**src/rtl/lumen_pwm_pkg.sv**
```systemverilog
// Shared layout of the control register for the contrast PWM.
package lumen_pwm_pkg;
    localparam int PSEL_W = 2;

    // Control fields, LSB first: prescale select, invert, enable.
    typedef struct packed {
        logic              en;
        logic              inv;
        logic [PSEL_W-1:0] sel;
    } pwm_ctrl_t;

    localparam int CTRL_W = $bits(pwm_ctrl_t);
    localparam logic ADDR_CTRL = 1'b0;
    localparam logic ADDR_DUTY = 1'b1;
endpackage

```
**src/rtl/lumen_pwm_regs.sv**
```systemverilog
// Register file: control and duty, write strobe, combinational readback.
// Assumes a single-cycle write strobe; a duty write of zero clears control.
module lumen_pwm_regs
    import lumen_pwm_pkg::*;
#(
    parameter int DUTY_W = 8,
    parameter logic [DUTY_W-1:0] DUTY_RST = 8'hC8,
    parameter logic [CTRL_W-1:0] CTRL_RST = 4'hB
) (
    input  logic              clk,
    input  logic              rst_n,
    input  logic              wr,
    input  logic              addr,
    input  logic [DUTY_W-1:0] wdata,
    output logic [DUTY_W-1:0] rdata,
    output pwm_ctrl_t         ctrl,
    output logic [DUTY_W-1:0] duty
);
    // Update stored registers on writes.
    always_ff @(posedge clk) begin
        if (!rst_n) begin
            ctrl <= pwm_ctrl_t'(CTRL_RST);
            duty <= DUTY_RST;
        end else if (wr) begin
            if (addr == ADDR_CTRL) begin
                ctrl <= pwm_ctrl_t'(wdata[CTRL_W-1:0]);
            end else begin
                duty <= wdata;
                if (wdata == '0) ctrl <= '0;
            end
        end
    end

    // Select readback data, unused control bits as zero.
    always_comb begin
        rdata = (addr == ADDR_DUTY) ? duty : DUTY_W'(ctrl);
    end

    assert_zero_clears_R7: assert property (@(posedge clk) disable iff (!rst_n)
        (wr && addr == ADDR_DUTY && wdata == '0) |=> (ctrl == '0 && duty == '0));

    assert_ctrl_write_R2: assert property (@(posedge clk) disable iff (!rst_n)
        (wr && addr == ADDR_CTRL) |=> (DUTY_W'(ctrl) == (DUTY_W'($past(wdata)) & DUTY_W'({CTRL_W{1'b1}}))));
endmodule

```
**src/rtl/lumen_pwm_tick.sv**
```systemverilog
// Power-of-two prescaler: emits one tick every 2^sel cycles while running.
// Assumes sel changes are tolerated mid-count; restarts from zero when stopped.
module lumen_pwm_tick #(
    parameter int PSEL_W = 2
) (
    input  logic              clk,
    input  logic              rst_n,
    input  logic              run,
    input  logic [PSEL_W-1:0] sel,
    output logic              tick
);
    localparam int PRE_W = (1 << PSEL_W) - 1;

    logic [PRE_W-1:0] pre;
    logic [PRE_W-1:0] mask;

    // Build mask of the low sel bits.
    always_comb begin
        for (int i = 0; i < PRE_W; i++) mask[i] = (i < int'(sel));
    end

    // Free-running divider count, cleared while stopped.
    always_ff @(posedge clk) begin
        if (!rst_n || !run) pre <= '0;
        else                pre <= pre + 1'b1;
    end

    // Tick when all masked bits are set.
    always_comb begin
        tick = run && ((pre & mask) == mask);
    end

    assert_tick_spacing_R3: assert property (@(posedge clk) disable iff (!rst_n)
        (run && tick && sel != '0) |=> (!tick || !$stable(sel)));

    assert_tick_idle_R6: assert property (@(posedge clk) disable iff (!rst_n)
        !run |-> !tick);
endmodule

```
**src/rtl/lumen_pwm_core.sv**
```systemverilog
// Period counter, duty shadow and output stage with polarity.
// Assumes tick is a one-cycle enable; duty shadow reloads at wrap or while off.
module lumen_pwm_core #(
    parameter int CNT_W = 8
) (
    input  logic             clk,
    input  logic             rst_n,
    input  logic             run,
    input  logic             inv,
    input  logic             tick,
    input  logic [CNT_W-1:0] duty,
    input  logic [CNT_W-1:0] duty_rst,
    output logic             pwm
);
    localparam logic [CNT_W-1:0] CNT_MAX = {CNT_W{1'b1}};

    logic [CNT_W-1:0] cnt;
    logic [CNT_W-1:0] live;
    logic             wrap;

    // Last step of the period.
    always_comb wrap = tick && (cnt == CNT_MAX);

    // Period counter, advanced per tick, restarted while off.
    always_ff @(posedge clk) begin
        if (!rst_n || !run) cnt <= '0;
        else if (tick)      cnt <= cnt + 1'b1;
    end

    // Duty shadow: follows pending value while off, reloads at wrap.
    always_ff @(posedge clk) begin
        if (!rst_n)            live <= duty_rst;
        else if (!run || wrap) live <= duty;
    end

    // Registered output with polarity and idle level.
    always_ff @(posedge clk) begin
        if (!rst_n)   pwm <= 1'b0;
        else if (run) pwm <= (cnt < live) ^ inv;
        else          pwm <= inv;
    end

    assert_idle_level_R6: assert property (@(posedge clk) disable iff (!rst_n)
        !run |=> (pwm == $past(inv)));

    assert_cnt_hold_R3: assert property (@(posedge clk) disable iff (!rst_n)
        (run && !tick) |=> $stable(cnt));

    assert_wrap_zero_R3: assert property (@(posedge clk) disable iff (!rst_n)
        (run && wrap) |=> (cnt == '0));

    assert_shadow_hold_R8: assert property (@(posedge clk) disable iff (!rst_n)
        (run && !wrap) |=> $stable(live));
endmodule

```
**src/rtl/lumen_pwm.sv**
```systemverilog
// Top of the prescaled contrast PWM: registers, prescaler and core.
// Assumes one clock domain and a synchronous active-low reset.
module lumen_pwm
    import lumen_pwm_pkg::*;
#(
    parameter int CNT_W = 8,
    parameter logic [CNT_W-1:0] DUTY_RST = 8'hC8,
    parameter logic [CTRL_W-1:0] CTRL_RST = 4'hB
) (
    input  logic             clk,
    input  logic             rst_n,
    input  logic             reg_wr,
    input  logic             reg_addr,
    input  logic [CNT_W-1:0] reg_wdata,
    output logic [CNT_W-1:0] reg_rdata,
    output logic             pwm_out
);
    pwm_ctrl_t        ctrl;
    logic [CNT_W-1:0] duty;
    logic             tick;

    lumen_pwm_regs #(
        .DUTY_W(CNT_W), .DUTY_RST(DUTY_RST), .CTRL_RST(CTRL_RST)
    ) u_regs (
        .clk(clk), .rst_n(rst_n), .wr(reg_wr), .addr(reg_addr),
        .wdata(reg_wdata), .rdata(reg_rdata), .ctrl(ctrl), .duty(duty)
    );

    lumen_pwm_tick #(.PSEL_W(PSEL_W)) u_tick (
        .clk(clk), .rst_n(rst_n), .run(ctrl.en), .sel(ctrl.sel), .tick(tick)
    );

    lumen_pwm_core #(.CNT_W(CNT_W)) u_core (
        .clk(clk), .rst_n(rst_n), .run(ctrl.en), .inv(ctrl.inv),
        .tick(tick), .duty(duty), .duty_rst(DUTY_RST), .pwm(pwm_out)
    );
endmodule

```
**config.mk**
```make
export PLATFORM = sky130hd
export DESIGN_NAME = lumen_pwm
export DESIGN_NICKNAME = d
export VERILOG_FILES = /design/src/rtl/lumen_pwm_pkg.sv /design/src/rtl/lumen_pwm_regs.sv /design/src/rtl/lumen_pwm_tick.sv /design/src/rtl/lumen_pwm_core.sv /design/src/rtl/lumen_pwm.sv
export SDC_FILE = /design/constraint.sdc
export NUM_CORES = 1
export LEC_CHECK = 0
export ABC_AREA = 1
export CAP_MARGIN = 15
export CORE_UTILIZATION = 58
export CTS_CLUSTER_SIZE = 14
export DETAILED_ROUTE_END_ITERATION = 8
export GPL_TIMING_DRIVEN = 0
export HOLD_SLACK_MARGIN = 0.06
export PLACE_DENSITY = 0.83
export SLEW_MARGIN = 25
export SYNTH_ARGS = -nofsm -noshare
export SYNTH_HDL_FRONTEND = slang
export SYNTH_SLANG_ARGS = --single-unit
```
**constraint.sdc**
```tcl
create_clock -name clk -period 3.9 [get_ports clk]
set_input_delay 0.585 -clock clk [delete_from_list [all_inputs] [get_ports clk]]
set_output_delay 0.585 -clock clk [all_outputs]
set_load 0.05 [all_outputs]
```
## Word-level counts from Yosys, hierarchy flattened

Index checks and enable logic that the tools add are counted.

- Shift operators: 0
- Eq/ne operators: 3
- Div/mod/pow operators: 0
- Multipliers: 0
- Reductions and logical operators: 9
- Multiplexer cells: 4
- Add/subtract/negate cells: 2
- Bitwise operators: 2
- $lt $le $gt $ge: 4

Operators by type and width:

| kind | count |
|---|---|
| $add A8 B1 Y8 const B | 1 |
| $eq A8 B8 Y1 const B | 1 |
| $logic_not A8 Y1 | 1 |
| $lt A8 B8 Y1 | 1 |
| $mux W4 | 2 |
| $mux W8 | 1 |
| $lt A1 B2 Y1 const A | 2 |
| $reduce_and A2 Y1 | 2 |
| $add A3 B1 Y3 const B | 1 |
| $and A3 B3 Y3 | 1 |
| $eq A3 B3 Y1 | 1 |
| $logic_and A1 B1 Y1 | 2 |
| $logic_not A1 Y1 | 2 |
| $logic_or A1 B1 Y1 | 2 |
| $lt A2 B2 Y1 const A | 1 |
| $ne A2 B1 Y1 const B | 1 |
| $mux W1 | 1 |
| $xor A1 B1 Y1 | 1 |

- Output and inout bits: 9
- Word-level logic and storage cells: 32
- Bits of input ports: 12
- Register bits: 32
- Latch bits: 0
- Memories: 0
- Bits in writable memories: 0
- Memory bits (read-only): 0

## Depth between registers and ports, before layout

- Depth in word-level cells: 6
- Depth in mapped cells: 10
- Depth with buffers taken out: 10

## Cells and area by module

From an unflattened synthesis, not the netlist that was laid out.

- Cells, all modules: 206
- Area, all modules: 1635.3 um^2

By module, submodules not included:

| module | area each (um^2) | cells each | times used |
|---|---|---|---|
| lumen_pwm_core | 933.4 | 105 | 1 |
| lumen_pwm_regs | 563.0 | 82 | 1 |
| lumen_pwm_tick | 131.4 | 17 | 1 |
| lumen_pwm | 7.5 | 2 | 1 |

## Worst setup path after synthesis

Ideal clock, no wire load.

- Path kind: input to output
- Start point: input port reg_addr
- End point: output port reg_rdata[0]
- Arrival: 1878 ps
- Cell stages on the path: 2
- Required time: 3315 ps
- Slack: 1437 ps
- Cells stage by stage: clkbuf_1 > o21ai_0

- Word-level cells in the longest chain between the ends: 1

Ends and longest elaborated chain:

| element | line | source |
|---|---|---|
| start: declaration | lumen_pwm.sv:13 | `input logic reg_addr,` |
| $mux W8 | lumen_pwm_regs.sv:36 | `rdata = (addr == ADDR_DUTY) ? duty : DUTY_W'(ctrl);` |
| end: declaration | lumen_pwm.sv:15 | `output logic [CNT_W-1:0] reg_rdata,` |

Every way passes these cells.

## Final worst setup path

- Start point: input port reg_addr
- End point: output port reg_rdata[1]

Same word-level chain as after synthesis.

==> qor.log <==
[clocking] CTS HTree Levels 2
[route] DR WL/cell 11.8 um
[min_path] Worst Min Path Start u_regs.duty[4]
[global_routing] antenna violations before repair 0
[global_routing] total track usage 25.3%
[sta] RSZ-0062 raised after global routing false
[power] power after layout 686 uW
[synthesis] portion of the post-synthesis area used by sequential elements 39.1%
[synthesis] dominant cells by area after synthesis dfxtp_1 39%, nand2_1 12%, ha_1 6.9%, inv_1 6.9%, nand3_1 5.8%
[min_path] hold path depth 2
[setup_path] slack of the worst reg-to-reg path 2.43 ns
[synthesis] share of flip-flops with an asynchronous set or reset after synthesis 0%
[clocking] CTS sink cnt 32
[clocking] hold-fix buffer count after cts 0
[die] starting utilization of the core area 63.8%
[setup_path] WP data required 3.31 ns
[placement] weighted congestion reported at the end of routability-driven placement 0.820
[die] floorplan die area 3040 sq um
[global_routing] maximum number of pins on one net before global-route repair 11
[route] vias 1500
[placement] Cell Count Post-Placement 273
[placement] Port Buf Inserts 20
[final_layout] number of nets in the finished design 271
[clocking] clk root buf clkbuf_4
[sta] achievable clock frequency 323 MHz
[sta] Tcrit/Tclk final 79.3%
[clocking] maximum clock path buffer count 2
[synthesis] area fraction of the dominant cell type after synthesis 39.1%
[synthesis] top post-synthesis cells by count 52 x nand2_1, 32 x dfxtp_1, 30 x inv_1
[sta] count of final hold-check violations 0
[power] static leakage power 0.000880 uW
[power] power per cell area 353 nW/um^2
[final_layout] layout cell share with drive strength beyond 1 9.20%
[setup_path] category of the worst setup path capture point primary output
[die] total core area 2570 sq um
[sta] crit path time final 3.09 ns
[final_layout] number of standard cells in the layout, taps in and fillers out 280
[route] violation count after the first detailed-routing iteration 38
[placement] Post-DP Area 1880 sq um
[sta] worst relative slew slack 66.7%
[setup_path] largest fanout on the critical path 10
[synthesis] synthesized net count 244
[route] remaining number of nets flagged by the antenna check after routing 0
[setup_path] worst reg-to-reg path cell count 7
[route] DRT Wirelength 3.29 mm
[placement] half-perimeter wire length after detailed placement 2.43 mm
[setup_path] Setup crit start kind input pin
[synthesis] Gate Count Post-Synth 223
[min_path] Hold/Removal Path Class register to register
[power] VDD IR-drop max 0.298 mV
[sta] final-layout setup total negative slack 0 ns
[final_layout] area added between synthesis and finish 18.5%
[die] std cell rows 18
[sta] hold slack 0.485 ns
[global_routing] first-pass GRT wire length 5.32 mm
[synthesis] Post-synth EDFFs 0
[synthesis] post-synthesis instance area 1640 sq um
[synthesis] most instantiated library cell after synthesis nand2_1
[clocking] cts bufs inserted 5
[setup_path] Worst Setup Path Type input pin to primary output
[clocking] post-cts gate resize count 0
[run] count of maximum capacitance violations 0
[synthesis] synth warn 0
[synthesis] average instance area after synthesis 7.35 sq um
[clocking] CTS tree built
[status] status complete, no violations
[min_path] end point of the worst hold path u_core.live[4]
[sta] final clock skew 0.00505 ns
[die] die width 55.2 um
[sta] Slew Limit Fails 0
[setup_path] WP data arrival 2.51 ns
[global_routing] overall overflow remaining after global route 0
[setup_path] reg2reg end u_core.live[2]
[route] number of vias per cell after detailed routing 5.36
[final_layout] design area 1940 sq um
[route] Detailed Routing Iterations Pass 1 4
[synthesis] Cell variety after synth 29
[clocking] clock insertion delay at the later pin of the skew report 0.32 ns
[sta] final setup fails 0
[die] number of top-level pins 21
[final_layout] number of inserted diodes 0
[global_routing] via count of the first global-routing pass 1276
[synthesis] most frequently used flop master after synthesis dfxtp_1
[synthesis] post-synthesis register bit count 32
[sta] transition time at the pin with the least slew margin 0.498 ns
[clocking] clock-pin slew on the worst setup and hold paths 0.10 ns
[clocking] Post-CTS Repair Setup Buffers 0
[synthesis] most area-hungry cell type in the Yosys netlist dfxtp_1
[setup_path] startpoint of the worst register-to-register path u_core.cnt[1]
[die] floorplan die height 55.2 um
[route] total DRC errors in the routed layout 0
[how the worst max path moves through the flow]
| stage | depth (start not counted) | to | start |
|---|---|---|---|
| finish | 5 | reg_rdata[1] | reg_addr |
| detailed placement | 5 | reg_rdata[1] | reg_addr |
| global placement | 5 | reg_rdata[1] | reg_addr |
| floorplan | 2 | reg_rdata[0] | reg_addr |
| global route | 5 | reg_rdata[0] | reg_addr |
| CTS | 5 | reg_rdata[1] | reg_addr |
[placed cells by master (no fill, tap or decap), drive strengths merged, types with 2 or more instances in the layout]
cell            n
nor2           26
clkbuf         10
nand4           4
o21ai          13
xnor2           2
dfxtp          32
nand2          56
a21oi          14
nand3          21
ha              9
o211ai          3
clkdlybuf4s50  20
inv            31
nor3            4
[metal layers]
| metal | up-vias | GRT usage (%) | part of all wire, % | routed length, um |
|---|---|---|---|---|
| li1 | 775 | - | - | - |
| met1 | 666 | 31.3 | 46 | 1500 |
| met2 | 57 | 41.4 | 47 | 1550 |
| met3 | 2 | 6.56 | 6.4 | 212 |
| met4 | 0 | 10.8 | 0.88 | 29 |
| met5 | - | 0 | 0 | 0 |
[sequential cells by signal (all words and copies together), names as in the netlist]
name / count
u_core.cnt: 8
u_core.pwm: 1
u_core.live: 8
u_tick.pre: 3
u_regs.duty: 8
u_regs.ctrl: 4
[cell type report]
class / count / area [sq um]
multi-input cells: 156 / 850
flip-flops and latches: 32 / 641
fillers: 201 / 626
repair buffers: 20 / 200
inverters: 31 / 116
clock buffers: 7 / 65.1
well taps: 30 / 37.5
plain buffers: 4 / 32.5
[logic make-up after synthesis]
group / share of synthesized area, %
multiplexers: 0.687
adder cells (fa/ha/maj): 6.87
AND/OR/NAND/NOR: 31.9
XOR/XNOR: 1.60
AO/OA/AOI/OAI: 10.8
flip-flops: 39.1
buffers and inverters: 9.08
[worst max-delay path, cell delays in order]
cell and delay [ns]:
clkdlybuf4s50_1 0.53, clkbuf_1 0.34, nand2_1 0.09, o21ai_0 0.11
clkdlybuf4s50_1 0.85
[through the flow]
step                setup slack [ns]  util, %
finish                         0.806     75.6
global route                   0.695     75.6
CTS                            0.803     75.6
detailed placement             0.832     73.1
global placement               0.810     73.1
floorplan                       1.44        -
[report_power, final]
part           total, uW  internal (uW)  switching (uW)
Combinational        118           45.5            72.4
Clock                215            102             113
Sequential           353            342            11.4
(Power assumes the default switching activity.)
